File: config.mk
export PLATFORM = sky130hd
export DESIGN_NAME = pix_byte_seq
export DESIGN_NICKNAME = d
export VERILOG_FILES = /design/src/rtl/pixseq_pkg.sv /design/src/rtl/pixseq_slot_timer.sv /design/src/rtl/pixseq_hold.sv /design/src/rtl/pixseq_byte_sel.sv /design/src/rtl/pix_byte_seq.sv
export SDC_FILE = /design/constraint.sdc
export NUM_CORES = 1
export LEC_CHECK = 0
export BUFFER_PORTS_ARGS = -buffer_cell sky130_fd_sc_hd__buf_2
export CAP_MARGIN = 40
export CORE_ASPECT_RATIO = 1.2
export CORE_UTILIZATION = 55
export DETAILED_ROUTE_END_ITERATION = 16
export GPL_TIMING_DRIVEN = 0
export PLACE_DENSITY = 0.88
export SETUP_SLACK_MARGIN = 0.02
export SLEW_MARGIN = 20
export SYNTH_ARGS = -nofsm -noshare
export SYNTH_HDL_FRONTEND = slang
export SYNTH_SLANG_ARGS = --single-unit
File: constraint.sdc
create_clock -name clk_i -period 2.2 [get_ports clk_i]
set_input_delay 0 -clock clk_i [delete_from_list [all_inputs] [get_ports clk_i]]
set_output_delay 0 -clock clk_i [all_outputs]
set_load 0.05 [all_outputs]
File: src/rtl/pixseq_pkg.sv
package pixseq_pkg;
  parameter int PIX_W_DEF  = 24;
  parameter int BYTE_W_DEF = 8;

  function automatic int bytes_per_pix(input int pix_w, input int byte_w);
    return pix_w / byte_w;
  endfunction
endpackage

File: src/rtl/pixseq_slot_timer.sv
module pixseq_slot_timer #(
  parameter int SLOTS  = 4,
  parameter int SLOT_W = 2
) (
  input  logic              clk_i,
  input  logic              rst_ni,
  input  logic              pix_clk_i,
  output logic              locked_o,
  output logic [SLOT_W-1:0] slot_o,
  output logic              capture_o
);
  logic              pclk_q;
  logic              locked_q;
  logic [SLOT_W-1:0] slot_q;
  logic              rise;

  assign rise = pix_clk_i & ~pclk_q;

  // pclk_q resets high: a pixel clock already high at release is not an edge
  always_ff @(posedge clk_i or negedge rst_ni) begin
    if (!rst_ni) pclk_q <= 1'b1;
    else         pclk_q <= pix_clk_i;
  end

  always_ff @(posedge clk_i or negedge rst_ni) begin
    if (!rst_ni) begin
      locked_q <= 1'b0;
      slot_q   <= '0;
    end else if (!locked_q) begin
      if (rise) begin
        locked_q <= 1'b1;
        slot_q   <= SLOT_W'(1);
      end
    end else begin
      slot_q <= (slot_q == SLOT_W'(SLOTS - 1)) ? '0 : slot_q + 1'b1;
    end
  end

  assign locked_o  = locked_q;
  assign slot_o    = slot_q;
  assign capture_o = locked_q ? (slot_q == '0) : rise;

  p_lock_kept_r7: assert property (@(posedge clk_i) disable iff (!rst_ni)
    locked_q |=> locked_q);
endmodule

File: src/rtl/pixseq_hold.sv
module pixseq_hold #(
  parameter int PIX_W = 24
) (
  input  logic             clk_i,
  input  logic             rst_ni,
  input  logic             capture_i,
  input  logic [PIX_W-1:0] pix_data_i,
  input  logic             pix_valid_i,
  output logic [PIX_W-1:0] data_o,
  output logic             valid_o
);
  always_ff @(posedge clk_i or negedge rst_ni) begin
    if (!rst_ni) begin
      data_o  <= '0;
      valid_o <= 1'b0;
    end else if (capture_i) begin
      data_o  <= pix_data_i;
      valid_o <= pix_valid_i;
    end
  end
endmodule

File: src/rtl/pixseq_byte_sel.sv
module pixseq_byte_sel #(
  parameter int PIX_W     = 24,
  parameter int BYTE_W    = 8,
  parameter int NUM_BYTES = 3,
  parameter int SLOT_W    = 2
) (
  input  logic              locked_i,
  input  logic [SLOT_W-1:0] slot_i,
  input  logic [PIX_W-1:0]  data_i,
  input  logic              valid_i,
  output logic [BYTE_W-1:0] wr_data_o,
  output logic              wr_en_o
);
  logic [BYTE_W-1:0] sel;

  // slot k (1..NUM_BYTES) carries byte NUM_BYTES-k, MSB first
  always_comb begin
    sel = '0;
    for (int b = 0; b < NUM_BYTES; b++) begin
      if (slot_i == SLOT_W'(b + 1)) sel = data_i[(NUM_BYTES-1-b)*BYTE_W +: BYTE_W];
    end
  end

  assign wr_en_o   = locked_i & valid_i & (slot_i != '0);
  assign wr_data_o = wr_en_o ? sel : '0;
endmodule

File: src/rtl/pix_byte_seq.sv
module pix_byte_seq #(
  parameter int PIX_W  = pixseq_pkg::PIX_W_DEF,
  parameter int BYTE_W = pixseq_pkg::BYTE_W_DEF
) (
  input  logic              clk_i,
  input  logic              rst_ni,
  input  logic              pix_clk_i,
  input  logic [PIX_W-1:0]  pix_data_i,
  input  logic              pix_valid_i,
  output logic [BYTE_W-1:0] wr_data_o,
  output logic              wr_en_o
);
  localparam int NUM_BYTES = pixseq_pkg::bytes_per_pix(PIX_W, BYTE_W);
  localparam int SLOTS     = NUM_BYTES + 1;
  localparam int SLOT_W    = $clog2(SLOTS);

  logic              locked;
  logic [SLOT_W-1:0] slot;
  logic              capture;
  logic [PIX_W-1:0]  hold_data;
  logic              hold_valid;

  pixseq_slot_timer #(.SLOTS(SLOTS), .SLOT_W(SLOT_W)) u_timer (
    .clk_i     (clk_i),
    .rst_ni    (rst_ni),
    .pix_clk_i (pix_clk_i),
    .locked_o  (locked),
    .slot_o    (slot),
    .capture_o (capture)
  );

  pixseq_hold #(.PIX_W(PIX_W)) u_hold (
    .clk_i       (clk_i),
    .rst_ni      (rst_ni),
    .capture_i   (capture),
    .pix_data_i  (pix_data_i),
    .pix_valid_i (pix_valid_i),
    .data_o      (hold_data),
    .valid_o     (hold_valid)
  );

  pixseq_byte_sel #(
    .PIX_W(PIX_W), .BYTE_W(BYTE_W), .NUM_BYTES(NUM_BYTES), .SLOT_W(SLOT_W)
  ) u_sel (
    .locked_i  (locked),
    .slot_i    (slot),
    .data_i    (hold_data),
    .valid_i   (hold_valid),
    .wr_data_o (wr_data_o),
    .wr_en_o   (wr_en_o)
  );

  p_idle_slot_r3: assert property (@(posedge clk_i) disable iff (!rst_ni)
    (pix_clk_i && !$past(pix_clk_i)) |-> !wr_en_o);

  p_first_byte_r1: assert property (@(posedge clk_i) disable iff (!rst_ni)
    $rose(wr_en_o) |-> wr_data_o == $past(pix_data_i[PIX_W-1 -: BYTE_W]));

  p_valid_gate_r5: assert property (@(posedge clk_i) disable iff (!rst_ni)
    $rose(wr_en_o) |-> $past(pix_valid_i));

  if (NUM_BYTES == 3) begin : g_run3
    p_burst_len_r2: assert property (@(posedge clk_i) disable iff (!rst_ni)
      (wr_en_o && $past(wr_en_o) && $past(wr_en_o, 2)) |=> !wr_en_o);
  end
endmodule

# [Word-level counts from Yosys, hierarchy flattened]
# Index checks and enable logic that the tools add are counted.
[word_totals] register_bits=29
[classes] n_addsub=1 eq_ne=3 mux=10 n_bitwise=4 reduce_logical=3
[ops] cell="two-way mux 8 bit" n=4
[ops] cell="two-way mux 2 bit" n=3
[ops] cell="equality test 2 bit, second input constant" n=2
[ops] cell="nonzero test 2 bit" n=2
[ops] cell="bitwise AND 1 bit" n=3
[ops] cell="two-way mux 1 bit" n=3
[ops] cell="adder 2 x 1 -> 2 bit, second input constant" n=1
[ops] cell="equality test 2 x 1 -> 1 bit, second input constant" n=1
[ops] cell="zero test 2 bit" n=1
[ops] cell="inverter 1 bit" n=1

# [Logic depth before layout (Yosys ltp)]
# Gate-level depths: netlist (run 1).
[logic_depth] ltp_word=5 ltp_mapped=7 ltp_nobuf=5

# [By module]
# Synthesis (run 1) repeated with hierarchy kept, for this count alone.
[unflattened] hier_cells=100 hier_area_um2=1465.2
[modules_own_cells] module="pixseq_hold" n_inst=1 cells_each=53 area_per_inst_um2=1033.5 seq_area_each_um2=625.6
[modules_own_cells] module="pixseq_byte_sel" n_inst=1 cells_each=30 area_per_inst_um2=237.7 seq_area_each_um2=0.0
[modules_own_cells] module="pixseq_slot_timer" n_inst=1 cells_each=17 area_per_inst_um2=193.9 seq_area_each_um2=101.3

# [Least setup slack after synthesis (run 1)]
# Ideal clock, no wire load.
[synth_timing] path_type="register to output" from="register u_timer.slot_q[0], in the netlist u_timer.slot_o[0]" to="output wr_data_o[0]" arrival_ps=2212 t_required_ps=2200 setup_slack_ps=-12 stages_incl_launch_ff=8 path_buffers=2 path_cell_list="dfrtp_1 inv_1 ha_1 buf_2 nor2b_1 buf_2 a221oi_1 nor3_1"
[synth_between] elab_chain_len=5 elab_cells_between_ends=9
[synth_rtl] item="start, declared" line_no="pixseq_slot_timer.sv:14" text="logic [SLOT_W-1:0] slot_q;"
[synth_rtl] item="start signal, assigned" line_no="pixseq_slot_timer.sv:35" text="slot_q <= (slot_q == SLOT_W'(SLOTS - 1)) ? '0 : slot_q + 1'b1;"
[synth_rtl] item="equality test 2 x 1 -> 1 bit" line_no="pixseq_byte_sel.sv:20" text="if (slot_i == SLOT_W'(b + 1)) sel = data_i[(NUM_BYTES-1-b)*BYTE_W +: BYTE_W];"
[synth_rtl] item="two-way mux 8 bit (3 in series)" line_no="pixseq_byte_sel.sv:20"
[synth_rtl] item="two-way mux 8 bit (*)" line_no="pixseq_byte_sel.sv:25" text="assign wr_data_o = wr_en_o ? sel : '0;"
[synth_rtl] item="end, declared" line_no="pix_byte_seq.sv:10" text="output logic [BYTE_W-1:0] wr_data_o,"
# Mark *: on every way between the ends. The rest lies on a longest branch, timed or not.

# [Worst setup path after layout (run 1)]
[layout_timing] from="register u_timer.slot_q[0], in the netlist u_timer.slot_o[0]" to="output wr_data_o[5]"
# The elaborated chain is that of the path after synthesis.

==> qor.yml, run 1 <==
yosys:
  synth-seq-area-share: 0.5088
  syn_avg_cell_area_um2: 14.43
  ys_top_cells_by_count: "28 x dfrtp_1, 21 x mux2_4, 9 x nor2b_1, 8 x a221oi_1, 8 x nor3_1"
  synth_top_cells_by_area: "dfrtp_1 49%, mux2_4 22%, a221oi_1 4.9%"
  number_of_enable_flip_flop_cells_after_synthesis: 0
  syn-instance-count: 99
  synth.lib_cells_used.distinct: 18
  synth_top_cell_area_share: 0.4904
  total_nets_after_synthesis: 131
  synth_flop_cell: "dfrtp_1"
  fraction_of_synthesis_flops_using_an_asynchronous_set_or_reset_pin: 1.000
  postSynthRegisterBits: 29
  yosysTopAreaCell: "dfrtp_1"
  most_numerous_cell_in_the_yosys_netlist: "dfrtp_1"
  area_of_the_mapped_netlist_um2: 1429
  yosys_warnings: 0
cts:
  clk_path_buf_depth: 2
  tritoncts: "yes"
  cts_root_buf: "clkbuf_4"
  cts-buffers-inserted: 5
  worstSkewPairLatency_ns: 0.34
  cts.sinks: 29
  htree_num_levels: 2
  cts.clk_slew.worst_paths_ns: 0.10
place:
  globalplace.congestion: 0.7560
  dp.cells: 166
  place_hpwl_mm: 2.063
  port-buffer-count: 36
  pre_cts_ws_ns: 0.3915
critical_path:
  critical-path-max-stage-delay_ns: 0.42
  crit_arrival_ns: 2.21
  crit_path_top_delay_cell: "dfrtp_1"
  r2r_cells: 5
  worst-path-max-fanout: 9
  critical_path_class: "reg2out"
  crit_path_cell_trace: "inv_1 > ha_1 > clkbuf_4 > nor2b_2 > buf_6 > a221oi_2 > nor3_2 > buf_2"
  end_kind: "output pin"
  ff2ff_setup_slack_ns: 0.53
  critPathLaunchType: "flip-flop"
  timing.critical_path.required_ns: 2.20
detailed_routing:
  post_drt_wl_per_cell_um: 20.41
  drt_first_iter_violations: 40
  antenna_violating_nets_post_route: 0
  drt-total-wl_mm: 4.185
  route.detailed.vias_per_inst: 5.790
  detail_route.drc_violations: 0
  firstDrtPassIters: 4
  num_vias: 1187
layout:
  multi_input_comb_area_um2: 710.7
  final_cells: 205
  n_fill_cell: 92
  area_growth_pct: 49.47
  antenna_cells_inserted: 0
  nNetsFinal: 205
  regArea_um2: 726.9
  drive_gt1_frac: 0.5460
power_and_ir_drop:
  proportion_of_total_power_due_to_net_switching: 0.4161
  p_comb_frac: 0.580
  power.share.sequential: 0.286
  power.internal_w: 0.002054
  clockPowerShare: 0.134
  power-per-cell-area_nw_per_um2: 1647
  total_leakage_power_nw: 0.9995
  power_switching_w: 0.001464
  vdd_ir_drop_max_mv: 1.205
sta:
  hold_viol_final: 0
  maxSlewViolCount: 0
  timing.final.crit_share: 1.003
  finalWorstPathRequiredPeriod_ns: 2.206
  fmax_ghz: 0.4533
  timing.max_slew.rel_slack: 0.5649
  report.final.setup_viol: 1
  tightest_slew_ns: 0.6526
  fin_worst_skew_ns: 0.009302
  final.setup.worst_slack_ns: -0.005912
status:
  status: "finished, violations left"
  violations: "setup timing"
min_path:
  min_path_type: "in2async"
global_route:
  largest_net_degree_at_the_start_of_global_routing: 30
  global_route.usage.total: 0.3144
  antenna_found_initial: 0
  via_count_of_the_first_global_routing_pass: 1293
  grt_pass1_wl_mm: 6.216
  gr_overflow_total: 0
die:
  start_util: 0.6011
  floorplan.io_pins: 37
  die_h_um: 57.84
  design.die.area_um2: 2807
  floorplan.die.width_um: 48.53
  coreArea_um2: 2377
  placement_rows: 19
job:
  maxCapViolations: 0
==> critical path, delay by kind of cell, from the launching register on <==
family	cells	cell delay, ns
buffers and inverters	4	0.77
flip-flops	1	0.42
AND/OR/NAND/NOR	2	0.39
adder cells (fa/ha/maj)	1	0.21
AO/OA/AOI/OAI	1	0.07
==> repair_timing <==
action                                  4_1_cts  5_1_grt
gates resized for setup                       0       20
endpoints found under the setup margin        3        8
buffers inserted                              2        2
endpoints found under the hold margin        54        0
hold buffers                                 27        0
pin swaps                                     0        1
==> metrics by stage <==
step                      setup TNS [ns]  hold WS, ns  total power [W]    util  instance area [um2]
final                          -0.005912       0.2233         0.003518  0.8984                 2136
after global routing            -0.09100       0.2801         0.003661  0.8984                 2136
after CTS                              0       0.2271         0.003240  0.8658                 2058
after detailed placement               0      0.05135         0.002698  0.7100                 1688
after global placement                 0      0.04546         0.002626  0.7100                 1688
after floorplan                        0      -0.2956         0.002349       -                 1469
==> cell type report <==
class,instances,area share
Clock buffer,7,0.02578
Sequential cell,29,0.3404
Timing Repair Buffer,67,0.2337
Clock inverter,1,0.01406
Buffer,5,0.02988
Multi-Input combinational cell,62,0.3327
Inverter,3,0.005272
Tap cell,31,0.01816
==> power groups by stage <==
stage	registers [W]	logic (W)	clock network, W
after floorplan	0.000912	0.00144	0
after global placement	0.000949	0.00168	0
after detailed placement	0.000969	0.00173	0
after CTS	0.000961	0.00181	0.000464
after global routing	0.00103	0.00214	0.000497
final	0.00100	0.00204	0.000471
==> cell families after synthesis <==
logic type                 share of synthesized area
muxes                                         0.2601
adders and majority gates                    0.03503
DFF                                           0.5088
and+or+nand+nor                              0.08932
AOI/OAI and AO/OA                            0.06130
buffers and inverters                        0.04553
==> state kept, by name, indices dropped and copies added (netlist names) <==
register / flops
u_hold.data_o: 24
u_hold.valid_o: 1
u_timer.locked_o: 1
u_timer.pclk_q: 1
u_timer.slot_o: 2
==> routing by layer <==
layer / part of all wire / wire (um) / up-vias / track usage
met5: 0 / 0 / - / 0
met4: 0.077 / 323 / 0 / 0.2773
met3: 0.065 / 272 / 27 / 0.09974
met2: 0.47 / 1976 / 69 / 0.4889
met1: 0.39 / 1613 / 585 / 0.3508
li1: - / - / 506 / -
==> worst paths after layout <==
check	start	to
min in group clk_i	pix_clk_i	u_timer.pclk_q
max in group asynchronous	rst_ni	u_hold.data_o[19]
worst min register to register	u_hold.data_o[4]	u_hold.data_o[4]
worst min-delay path	rst_ni	u_hold.data_o[11]
worst max-delay path	u_timer.slot_o[0]	wr_data_o[5]
worst max register to register	u_timer.slot_o[0]	u_hold.data_o[14]
==> layout by cell type (no fill, tap or decap), types with 4 or more instances in the layout <==
cell type and n:
buf_2 30, dfrtp_1 28, dlygate4sd3_1 27, mux2_4 21, clkbuf_4 11, nor2b_1 8, nor3_2 8, a221oi_2 5
mux2_2 5, ha_1 4, buf_4 4
No activity file was read; power rests on OpenSTA's default activity.
==> inputs of run 2 (changes only) <==
--- a/config.mk
+++ b/config.mk
@@ -8,10 +8,10 @@
 export BUFFER_PORTS_ARGS = -buffer_cell sky130_fd_sc_hd__buf_2
 export CAP_MARGIN = 40
 export CORE_ASPECT_RATIO = 1.2
-export CORE_UTILIZATION = 55
+export CORE_UTILIZATION = 50
 export DETAILED_ROUTE_END_ITERATION = 16
 export GPL_TIMING_DRIVEN = 0
-export PLACE_DENSITY = 0.88
+export PLACE_DENSITY_LB_ADDON = 0.12
 export SETUP_SLACK_MARGIN = 0.02
 export SLEW_MARGIN = 20
 export SYNTH_ARGS = -nofsm -noshare
==> run 2 against run 1 <==
  * The run now ends clean
  * Count of clock-buffer cells in the layout stayed put
  * Clock power is 21% lower
  * Clock skew is 0.00096 ns lower
  * Register-to-register slack better by 0.03 ns
  * Cell count is 0.49% lower
  * Critical endpoint unchanged
  * Total power is 10% lower
==> qor.yml, run 2 (same netlist as run 1, synthesis figures left out) <==
sta:
  timing.final.crit_share: 0.9498
  tightest_slew_ns: 0.6226
  report.final.setup_viol: 0
  rsz0062_at_grt: "yes"
  hold_viol_final: 0
  maxSlewViolCount: 0
  fmax_ghz: 0.4786
  timing.max_slew.rel_slack: 0.5849
  finalWorstPathRequiredPeriod_ns: 2.089
  final.setup.worst_slack_ns: 0.1105
  fin_worst_skew_ns: 0.008344
power_and_ir_drop:
  power.share.sequential: 0.302
  total_leakage_power_nw: 0.9693
  proportion_of_total_power_due_to_net_switching: 0.4034
  clockPowerShare: 0.118
  vdd_ir_drop_max_mv: 1.150
  power.internal_w: 0.001885
  power.total_w: 0.003160
  power_switching_w: 0.001275
  p_comb_frac: 0.580
  power-per-cell-area_nw_per_um2: 1530
global_route:
  global_route.usage.total: 0.2311
  grt_pass1_wl_mm: 4.864
  via_count_of_the_first_global_routing_pass: 1114
  gr_overflow_total: 0
  largest_net_degree_at_the_start_of_global_routing: 30
  antenna_found_initial: 0
detailed_routing:
  drt_first_iter_violations: 20
  drt-total-wl_mm: 3.101
  antenna_violating_nets_post_route: 0
  detail_route.drc_violations: 0
  post_drt_wl_per_cell_um: 15.20
  num_vias: 1051
  route.detailed.vias_per_inst: 5.152
  firstDrtPassIters: 4
cts:
  cts-buffers-inserted: 5
  clk_path_buf_depth: 2
  tritoncts: "yes"
  cts.clk_slew.worst_paths_ns: 0.10
  worstSkewPairLatency_ns: 0.33
  cts.sinks: 29
  htree_num_levels: 2
  cts_root_buf: "clkbuf_4"
die:
  floorplan.die.width_um: 50.80
  start_util: 0.5438
  design.die.area_um2: 3076
  die_h_um: 60.56
  coreArea_um2: 2628
  placement_rows: 20
  floorplan.io_pins: 37
status:
  status: "complete, no violations"
critical_path:
  critPathLaunchType: "flip-flop"
  rr_startpoint: "u_timer.slot_o[0]"
  r2r-end: "u_hold.data_o[14]"
  r2r_cells: 5
  crit_arrival_ns: 2.09
  ff2ff_setup_slack_ns: 0.56
  critical_path_class: "reg2out"
  timing.critical_path.required_ns: 2.20
  end_kind: "output pin"
  worst-path-max-fanout: 9
layout:
  most_frequent_standard_cell_in_the_layout_excluding_fill_and_tap_cells: "buf_2"
  finalInstanceArea_um2: 2066
  registers.top_by_ff_count: "u_hold.data_o"
  largest_register_ff_count: 24
  drive_gt1_frac: 0.5146
  antenna_cells_inserted: 0
  nNetsFinal: 202
  area_growth_pct: 44.57
  mostFrequentLayoutCells: "30 x buf_2, 28 x dfrtp_1, 27 x dlygate4sd3_1, 21 x mux2_4, 11 x clkbuf_4"
  layout.core_utilization: 0.7862
place:
  globalplace.congestion: 0.7222
  placement.cell_area_um2: 1690
  pre_cts_ws_ns: 0.4112
  port-buffer-count: 36
min_path:
  min_path_type: "in2async"
job:
  maxCapViolations: 0
-- run 2: timing repair --
item	CTS	global route
hold buffers	27	0
endpoints found under the hold margin	54	0
setup endpoints to repair	0	8
resized for setup	0	13
setup buffers	0	1
-- run 2: layout make-up --
type / count / area [um2]
flip-flops and latches: 29 / 726.9
multi-input cells: 62 / 683.2
fillers: 176 / 561.8
repair buffers: 64 / 478.0
clock buffers: 7 / 65.06
plain buffers: 5 / 55.05
well taps: 33 / 41.29
inverters: 3 / 11.26
clock inverters: 1 / 5.005
-- run 2: power groups by stage --
stage                     clock (W)  combinational, W  sequential, W
after CTS                  0.000379           0.00176       0.000950
after floorplan                   0           0.00144       0.000912
after detailed placement          0           0.00171       0.000959
after global routing       0.000402           0.00194       0.000991
final                      0.000373           0.00183       0.000956
after global placement            0           0.00170       0.000949
-- run 2: layer usage --
| layer | vias to the layer above | GRT usage | routed length (um) |
|---|---|---|---|
| met4 | 0 | 0.1429 | 106 |
| met3 | 12 | 0.06266 | 116 |
| met2 | 32 | 0.3867 | 1567 |
| met5 | - | 0 | 0 |
| li1 | 497 | - | - |
| met1 | 510 | 0.2661 | 1311 |
-- run 2: per-stage QoR --
step           setup TNS, ns  hold slack, ns  cells
2_1_floorplan              0         -0.2956     99
3_3_place_gp               0         0.05059    168
3_5_place_dp               0         0.04744    168
4_1_cts                    0          0.2442    203
5_1_grt             -0.01304          0.2894    204
6_report                   0          0.2103    204
-- run 2: worst max path at each step --
stage,depth (start not counted),startpoint,slack (ns),to
2_1_floorplan,4,u_timer.slot_o[0],0.41,wr_data_o[0]
3_3_place_gp,5,u_timer.slot_o[0],0.44,wr_data_o[0]
3_5_place_dp,5,u_timer.slot_o[0],0.41,wr_data_o[0]
4_1_cts,5,u_timer.slot_o[0],0.03,wr_data_o[4]
5_1_grt,8,u_timer.slot_o[0],-0.01,wr_data_o[5]
6_report,8,u_timer.slot_o[0],0.11,wr_data_o[5]
-- run 2: critical path: stages (launching register included) --
cell	delay [ns]
dfrtp_1	0.43
inv_1	0.09
ha_1	0.19
buf_2	0.18
nor2b_1	0.11
buf_2	0.22
a221oi_1	0.11
nor3_2	0.18
clkbuf_4	0.26
